**config.mk**
```make
export PLATFORM = sky130hd
export DESIGN_NAME = gpio32_irq_ctrl
export DESIGN_NICKNAME = d
export VERILOG_FILES = /design/src/rtl/gpio32_pkg.sv /design/src/rtl/gpio32_sync.sv /design/src/rtl/gpio32_trig.sv /design/src/rtl/gpio32_irq_ctrl.sv
export SDC_FILE = /design/constraint.sdc
export NUM_CORES = 1
export LEC_CHECK = 0
export ABC_AREA = 1
export BUFFER_PORTS_ARGS = -buffer_cell sky130_fd_sc_hd__clkbuf_2
export CORE_ASPECT_RATIO = 0.7
export CORE_MARGIN = 3
export CORE_UTILIZATION = 40
export DETAILED_ROUTE_END_ITERATION = 8
export HOLD_SLACK_MARGIN = 0.02
export PLACE_DENSITY = 0.69
export SETUP_SLACK_MARGIN = 0.5
export SYNTH_ARGS = -nofsm -noshare
export SYNTH_HDL_FRONTEND = slang
export SYNTH_HIERARCHICAL = 1
export SYNTH_SLANG_ARGS = --single-unit
```
**constraint.sdc**
```tcl
create_clock -name clk -period 1.29 [get_ports clk]
set_input_delay 0.0645 -clock clk [delete_from_list [all_inputs] [get_ports clk]]
set_output_delay 0.0645 -clock clk [all_outputs]
set_load 0.01 [all_outputs]
```
**src/rtl/gpio32_pkg.sv**
```systemverilog
package gpio32_pkg;

    localparam int unsigned DW = 32;
    localparam int unsigned AW = 6;

    typedef enum logic [AW-1:0] {
        A_IN     = 6'h00,
        A_DIR    = 6'h04,
        A_SET    = 6'h08,
        A_CLR    = 6'h0C,
        A_IEN    = 6'h10,
        A_RAW    = 6'h14,
        A_MST    = 6'h18,
        A_MASK   = 6'h1C,
        A_ICLR   = 6'h20,
        A_METH   = 6'h24,
        A_BOTH   = 6'h28,
        A_POL    = 6'h2C
    } reg_addr_e;

endpackage

```
**src/rtl/gpio32_sync.sv**
```systemverilog
module gpio32_sync #(
    parameter int unsigned NPIN = 32
) (
    input  logic            clk,
    input  logic            rst_n,
    input  logic [NPIN-1:0] async_in,
    output logic [NPIN-1:0] sync_now,
    output logic [NPIN-1:0] sync_prev
);
    logic [NPIN-1:0] meta_q;

    always_ff @(posedge clk or negedge rst_n) begin
        if (!rst_n) begin
            meta_q    <= '0;
            sync_now  <= '0;
            sync_prev <= '0;
        end else begin
            meta_q    <= async_in;
            sync_now  <= meta_q;
            sync_prev <= sync_now;
        end
    end
endmodule

```
**src/rtl/gpio32_trig.sv**
```systemverilog
module gpio32_trig (
    input  logic cur,
    input  logic prev,
    input  logic lvl_mode,
    input  logic any_edge,
    input  logic invert,
    output logic edge_hit,
    output logic lvl_hit
);
    logic rise, fall, one_edge;

    always_comb begin
        rise     = cur & ~prev;
        fall     = ~cur & prev;
        one_edge = invert ? fall : rise;
        edge_hit = ~lvl_mode & (any_edge ? (rise | fall) : one_edge);
        lvl_hit  = lvl_mode & (cur ^ invert);
    end
endmodule

```
**src/rtl/gpio32_irq_ctrl.sv**
```systemverilog
module gpio32_irq_ctrl
    import gpio32_pkg::*;
#(
    parameter int unsigned NPIN = 32
) (
    input  logic            clk,
    input  logic            rst_n,
    input  logic [AW-1:0]   bus_addr,
    input  logic            bus_wr,
    input  logic            bus_rd,
    input  logic [DW-1:0]   bus_wdata,
    output logic [DW-1:0]   bus_rdata,
    input  logic [NPIN-1:0] pin_in,
    output logic [NPIN-1:0] pin_out,
    output logic [NPIN-1:0] pin_oe,
    output logic            irq
);
    typedef struct packed {
        logic [NPIN-1:0] level;
        logic [NPIN-1:0] dir;
        logic [NPIN-1:0] ien;
        logic [NPIN-1:0] mask;
        logic [NPIN-1:0] meth;
        logic [NPIN-1:0] both;
        logic [NPIN-1:0] pol;
        logic [NPIN-1:0] raw;
    } ctrl_state_t;

    ctrl_state_t st_d, st_q;

    logic [NPIN-1:0] smp_now, smp_prev;
    logic [NPIN-1:0] edge_hit, lvl_hit;
    logic [NPIN-1:0] wsel, clr_vec, masked;
    logic [NPIN-1:0] rd_sel;

    gpio32_sync #(.NPIN(NPIN)) u_sync (
        .clk       (clk),
        .rst_n     (rst_n),
        .async_in  (pin_in),
        .sync_now  (smp_now),
        .sync_prev (smp_prev)
    );

    for (genvar i = 0; i < NPIN; i++) begin : g_trig
        gpio32_trig u_trig (
            .cur      (smp_now[i]),
            .prev     (smp_prev[i]),
            .lvl_mode (st_q.meth[i]),
            .any_edge (st_q.both[i]),
            .invert   (st_q.pol[i]),
            .edge_hit (edge_hit[i]),
            .lvl_hit  (lvl_hit[i])
        );
    end

    always_comb begin
        wsel    = bus_wdata[NPIN-1:0];
        clr_vec = (bus_wr && bus_addr == A_ICLR) ? wsel : '0;
        st_d    = st_q;

        if (bus_wr) begin
            case (bus_addr)
                A_DIR:   st_d.dir   = wsel;
                A_SET:   st_d.level = st_q.level | wsel;
                A_CLR:   st_d.level = st_q.level & ~wsel;
                A_IEN:   st_d.ien   = wsel;
                A_MASK:  st_d.mask  = wsel;
                A_METH:  st_d.meth  = wsel;
                A_BOTH:  st_d.both  = wsel;
                A_POL:   st_d.pol   = wsel;
                default: ;
            endcase
        end

        for (int i = 0; i < NPIN; i++) begin
            if (st_q.meth[i])
                st_d.raw[i] = lvl_hit[i];
            else
                st_d.raw[i] = edge_hit[i] | (st_q.raw[i] & ~clr_vec[i]);
        end
    end

    always_ff @(posedge clk or negedge rst_n) begin
        if (!rst_n)
            st_q <= '0;
        else
            st_q <= st_d;
    end

    always_comb begin
        masked = st_q.raw & st_q.ien & ~st_q.mask;
        irq    = |masked;

        case (bus_addr)
            A_IN:    rd_sel = smp_now;
            A_DIR:   rd_sel = st_q.dir;
            A_IEN:   rd_sel = st_q.ien;
            A_RAW:   rd_sel = st_q.raw;
            A_MST:   rd_sel = masked;
            A_MASK:  rd_sel = st_q.mask;
            A_METH:  rd_sel = st_q.meth;
            A_BOTH:  rd_sel = st_q.both;
            A_POL:   rd_sel = st_q.pol;
            default: rd_sel = '0;
        endcase

        bus_rdata = '0;
        if (bus_rd)
            bus_rdata[NPIN-1:0] = rd_sel;
    end

    assign pin_out = st_q.level;
    assign pin_oe  = st_q.dir;

endmodule

```
==> results of run 1 <==
placed cells by master (no fill, tap or decap), types with 48 or more instances in the layout:
master	instances
nor2_1	285
nand4_1	68
buf_4	195
buf_12	57
dlygate4sd3_1	66
clkbuf_2	116
inv_2	48
o21ai_1	199
buf_6	84
inv_1	207
nand3_1	148
dfrtp_1	333
nand2_1	537
power by group:
group / leakage (uW) / internal, uW / switching (uW)
Clock: 0.000683 / 7370 / 4680
Combinational: 0.00783 / 3510 / 3510
Sequential: 0.00440 / 12500 / 1470
Total: 0.0129 / 23400 / 9650
metal layers:
layer | up-vias | GRT usage [%] | routed length (um)
li1 | 8429 | - | -
met1 | 8596 | 34.1 | 26700
met2 | 756 | 40.2 | 28500
met3 | 121 | 4.02 | 4980
met4 | 0 | 8.46 | 1820
met5 | - | 0 | 0
state kept, by name (all words and copies together), names as in the netlist, named ones only:
name	flops
u_sync/sync_now	32
u_sync/meta_q	32
u_sync/sync_prev	32
st_q	192
pin_oe	32
logic make-up after synthesis:
logic type                 Yosys count  share of synthesized area [%]
adders and majority gates           64                           4.34
AOI/OAI and AO/OA                  352                           10.6
and+or+nand+nor                   1168                           26.6
buffers and inverters              444                           10.7
DFF                                352                           47.7
stage by stage:
step,instance area (sq um),hold WS (ns),setup WS [ns]
finish,26000,0.0454,-0.711
global route,26000,0.0601,-0.793
CTS,25000,0.0306,-0.649
detailed placement,21300,-0.0599,-0.420
global placement,21300,-0.0621,-0.327
floorplan,19200,-0.231,0.133
tightest hold or removal path, stage by stage:
cell and delay [ns]:
dlygate4sd3_1 0.56, buf_8 0.11, buf_12 0.20
how the worst min path moves through the flow:
| stage | to | depth (start not counted) |
|---|---|---|
| after detailed placement | asynchronous set/reset pin | 1 |
| after floorplan | asynchronous set/reset pin | 0 |
| after global placement | u_sync/sync_now[13] | 1 |
| final | asynchronous set/reset pin | 3 |
| after CTS | st_q[112] | 3 |
| after global routing | asynchronous set/reset pin | 3 |
area by class of cell:
type / count / area (sq um) / share of cell area (%)
Tap cell: 603 / 754 / 2.90
Sequential cell: 352 / 8830 / 34.0
Antenna cell: 1 / 2.50 / 0.00963
Clock inverter: 17 / 238 / 0.915
Timing Repair Buffer: 548 / 5210 / 20.1
Multi-Input combinational cell: 1584 / 8690 / 33.5
Inverter: 276 / 1110 / 4.27
Clock buffer: 51 / 1130 / 4.36
repair_timing:
| item | in CTS | in global routing |
|---|---|---|
| hold endpoints to repair | 595 | 0 |
| hold buffers | 67 | 0 |
| pin swaps | 113 | 112 |
| resized for setup | 167 | 195 |
| gates cloned | 8 | 0 |
| buffers inserted | 87 | 45 |
| endpoints found under the setup margin | 353 | 440 |
==> results.cfg, run 1 <==
[finish]
instances_no_fill = 3432
layout-drive-gt1-share_pct = 28.7
postLayoutCoreUtil_pct = 57.3
fill_cells = 3798
nets = 2938
area_delta_synth_final_pct = 40.6

[logic_synthesis]
synth_seq_cells = 352
synth_common_cells = nand2_1 (565), dfrtp_1 (352), nor2_1 (329)
yosys_warnings = 6
syn_nets = 2518
yosysMostFrequentCell = nand2_1
syn_area_per_cell_sq_um = 7.76
synth_cell_type_count = 26
synth_area_sq_mm = 0.0185
seq_area_frac_synth_pct = 47.7
synth_area_leaders = dfrtp_1 (48%), nand2_1 (11%), nor2_1 (6.7%), inv_1 (5.5%), nand3_1 (4.4%)
synth_edf_count = 0
synth_top_area_share_pct = 47.7
synth.largest_area_cell = dfrtp_1
dominantRegCellSynth = dfrtp_1
syn-instance-count = 2380
async_reset_ff_share_pct = 100

[sta]
final.setup.tns_ns = -15.47
hold_viol = 0
finalWorstSetupSlack_ns = -0.711
rsz0062_at_grt = true
fmax_mhz = 500
setup_violations = 54
period_share_pct = 155
worst_slew_margin_rel_pct = 67.9
slew_violations = 0
fin_crit_ns = 2.00
fin_worst_skew_ns = 0.0134
worst_pin_slew_ns = 0.482

[die]
boundaryPins = 171
start_util_pct = 40.8
num_rows = 65
die_w_um = 263
die_h_um = 186
die-area_sq_mm = 0.0488
fp.coreArea_sq_mm = 0.0453

[route]
routed_wl_mm = 62.0
via_per_inst = 5.22
drcViolationCount = 0
wl_per_cell_um = 18.1
drtPass1Iterations = 5
drtIter0Drc = 1777
ant_nets = 0
vias = 17900

[global_routing]
gr-usage-all-layers_pct = 24.8
antenna_found_initial = 2
first_global_vias = 17400
grt_max_degree = 85
grt_pass1_wl_mm = 95.7
grt_overflow_total = 0

[pwr]
vdd_drop_max_v = 0.000906
p_total_uw = 33100
p_leak_uw = 0.0129
power.density_mw_per_mm2 = 1270

[critical_path]
r2r-end = st_q[5]
crit_chain = nand2_1 -> nor2_2 -> nor2_1 -> buf_4 -> nand4_1 -> nor2_1 -> nand2_1 -> clkbuf_2
cpPeakStageDelay_ns = 0.40
arrival_ns = 1.94
end_kind = primary output
critical-path-top-delay-family = simple AND/OR/NAND/NOR gates
start_kind = flop
crit_fanout = 2
path_depth = 8
cp-startpoint = st_q[12]
required_ns = 1.23
reg2reg_from = u_sync/sync_now[5]
worstSetupPathType = flop to primary output
critPathBufInv = 2
rr_worst_depth = 8
crit_end = irq
critPathSlowestCell = dfrtp_1
r2r_setup_slack_ns = -0.21

[clock_tree]
clk_pin_slew_ns = 0.07
cts-htree-levels = 2
clock-sinks = 352
cts_root_buffer = clkbuf_16
cts_tree = built
numCtsBuffers = 38
max-clock-path-buffers = 3
clk_latency_ns = 0.55

[placed_design]
post-dp-hpwl_mm = 39.4
port_buffers = 170
gp_congestion = 0.899
place.detailed.instances = 3156

[min_path]
worstHoldPathType = input pin to asynchronous set/reset pin

[outcome]
status = finished, violations left
violations = negative setup slack

[run]
cap_violations = 0
(Power assumes the default switching activity.)
==> run 2, diff against run 1 <==
Settings changed: PLACE_DENSITY 0.69 to unset.
==> run 2 against run 1 <==
Compared with the run above:
- via count is 0.78% higher
- setup slack better by 0.056 ns
- combinational power hardly changed
- sequential power barely moved
- fmax up 2.9%
- the run still ends with negative setup slack left
- wire length grew 4.8%
- critical path depth is the same
- clock power is 12% lower
- clock-buffer cell count rose by 11
- clock skew is 0.00052 ns lower
- sequential cell count did not move
- critical path type unchanged
- first-iteration DRC count is 9.3% lower
==> results.cfg, run 2 (synthesized netlist as in run 1, its figures left out) <==
[sta]
worst_pin_slew_ns = 0.479
slew_violations = 0
fin_hold_ws_ns = 0.0708
hold_viol = 0
fmax_mhz = 514
period_share_pct = 151
fin_worst_skew_ns = 0.0129
rsz0062_at_grt = true
finalWorstSetupSlack_ns = -0.655
worst_slew_margin_rel_pct = 68.0
final.setup.tns_ns = -18.00
setup_violations = 81
fin_crit_ns = 1.95

[clock_tree]
numCtsBuffers = 38
clk_latency_ns = 0.54
cts-htree-levels = 2
cts_root_buffer = clkbuf_16
clock-sinks = 352
max-clock-path-buffers = 3
clk_pin_slew_ns = 0.06
cts_tree = built

[global_routing]
grtUsageMet1_pct = 35.3
grt_pass1_wl_mm = 98.1
use_met3_pct = 4.55
grt_overflow_total = 0
grt_max_degree = 49
gr-usage-all-layers_pct = 25.5
use_met2_pct = 41.1
busiest_layer = met2
first_global_vias = 17300
antenna_found_initial = 3

[critical_path]
reg2reg_from = u_sync/sync_now[4]
end_kind = primary output
worstSetupPathType = flop to primary output
required_ns = 1.23
cp-startpoint = st_q[13]
arrival_ns = 1.88
start_kind = flop
crit_fanout = 2
r2r-end = st_q[4]
r2r_setup_slack_ns = -0.17
rr_worst_depth = 8

[finish]
layout-drive-gt1-share_pct = 30.1
regMostFlops = st_q
area_delta_synth_final_pct = 43.3
postLayoutCoreUtil_pct = 58.4
seq_area_sq_mm = 0.00883
instances_no_fill = 3482
fill_cells = 3911
multi_input_area_sq_mm = 0.00873
final_common_cell = nand2_1
post-route-cell-area_sq_mm = 0.0265
largest_register_ffs = 192
nets = 2989
layout_common_cells = nand2_1 (520), dfrtp_1 (333), nor2_1 (288)

[min_path]
worstHoldPathType = input pin to asynchronous set/reset pin

[pwr]
power.density_mw_per_mm2 = 1190
vdd_drop_max_v = 0.000813
p_leak_uw = 0.0132

[placed_design]
port_buffers = 170
place.detailed.instances = 3187
post-dp-hpwl_mm = 40.2
gp_congestion = 0.880
placed_area_sq_mm = 0.0215

[die]
boundaryPins = 171
start_util_pct = 40.8
die_w_um = 263
num_rows = 65
die-area_sq_mm = 0.0488
fp.coreArea_sq_mm = 0.0453
die_h_um = 186

[run]
cap_violations = 0

[route]
drtPass1Iterations = 5
routed_wl_mm = 64.9
via_per_inst = 5.18
ant_nets = 0
wl_per_cell_um = 18.6
drcViolationCount = 0
drtIter0Drc = 1611
vias = 18000

[outcome]
status = finished, violations left
violations = negative setup slack
run 2: final cells by class:
| class | count | share of cell area [%] |
|---|---|---|
| sequential | 352 | 33.4 |
| clock buffer | 62 | 4.32 |
| clock inverter | 3 | 0.0662 |
| timing repair buffer | 598 | 22.2 |
| inverter | 276 | 4.22 |
| antenna | 3 | 0.0284 |
| tap | 603 | 2.85 |
| multi-input combinational | 1585 | 33.0 |
run 2: report_power, final:
group          internal [uW]  switching [uW]
clock                   6040            4480
sequential             12500            1450
combinational           3500            3510
total                  22100            9450
run 2: worst max-delay path by stage:
stage | cells after the start | slack (ns) | end
after floorplan | 6 | 0.13 | st_q[0]
after global placement | 11 | -0.37 | bus_rdata[0]
after detailed placement | 7 | -0.45 | st_q[28]
after CTS | 8 | -0.69 | irq
after global routing | 8 | -0.72 | irq
final | 8 | -0.66 | irq
run 2: timing repair:
action                                  CTS  global route
hold buffers                             68             0
gates resized for setup                 196           223
hold endpoints to repair                581             0
pin swaps                               105           135
gates cloned                             15             4
endpoints found under the setup margin  353           356
buffers inserted                         90            50
run 2: critical path, stage by stage (launching register included):
cell and delay (ns):
dfrtp_1 0.40, nand2_1 0.09, nor2_2 0.06, nor2_2 0.15, buf_4 0.13, nand4_1 0.17
nor2_1 0.13, nand2_1 0.08, clkbuf_2 0.13
run 2: stage by stage:
step	setup WS, ns	total power, uW
detailed placement	-0.449	19500
finish	-0.655	31500
global placement	-0.374	19300
floorplan	0.133	17200
CTS	-0.690	31000
global route	-0.719	33100
run 2: per-layer routing:
layer / wire (um) / up-vias
li1: - / 8543
met1: 29000 / 8689
met2: 29500 / 698
met3: 4700 / 112
met4: 1730 / 0
met5: 0 / -
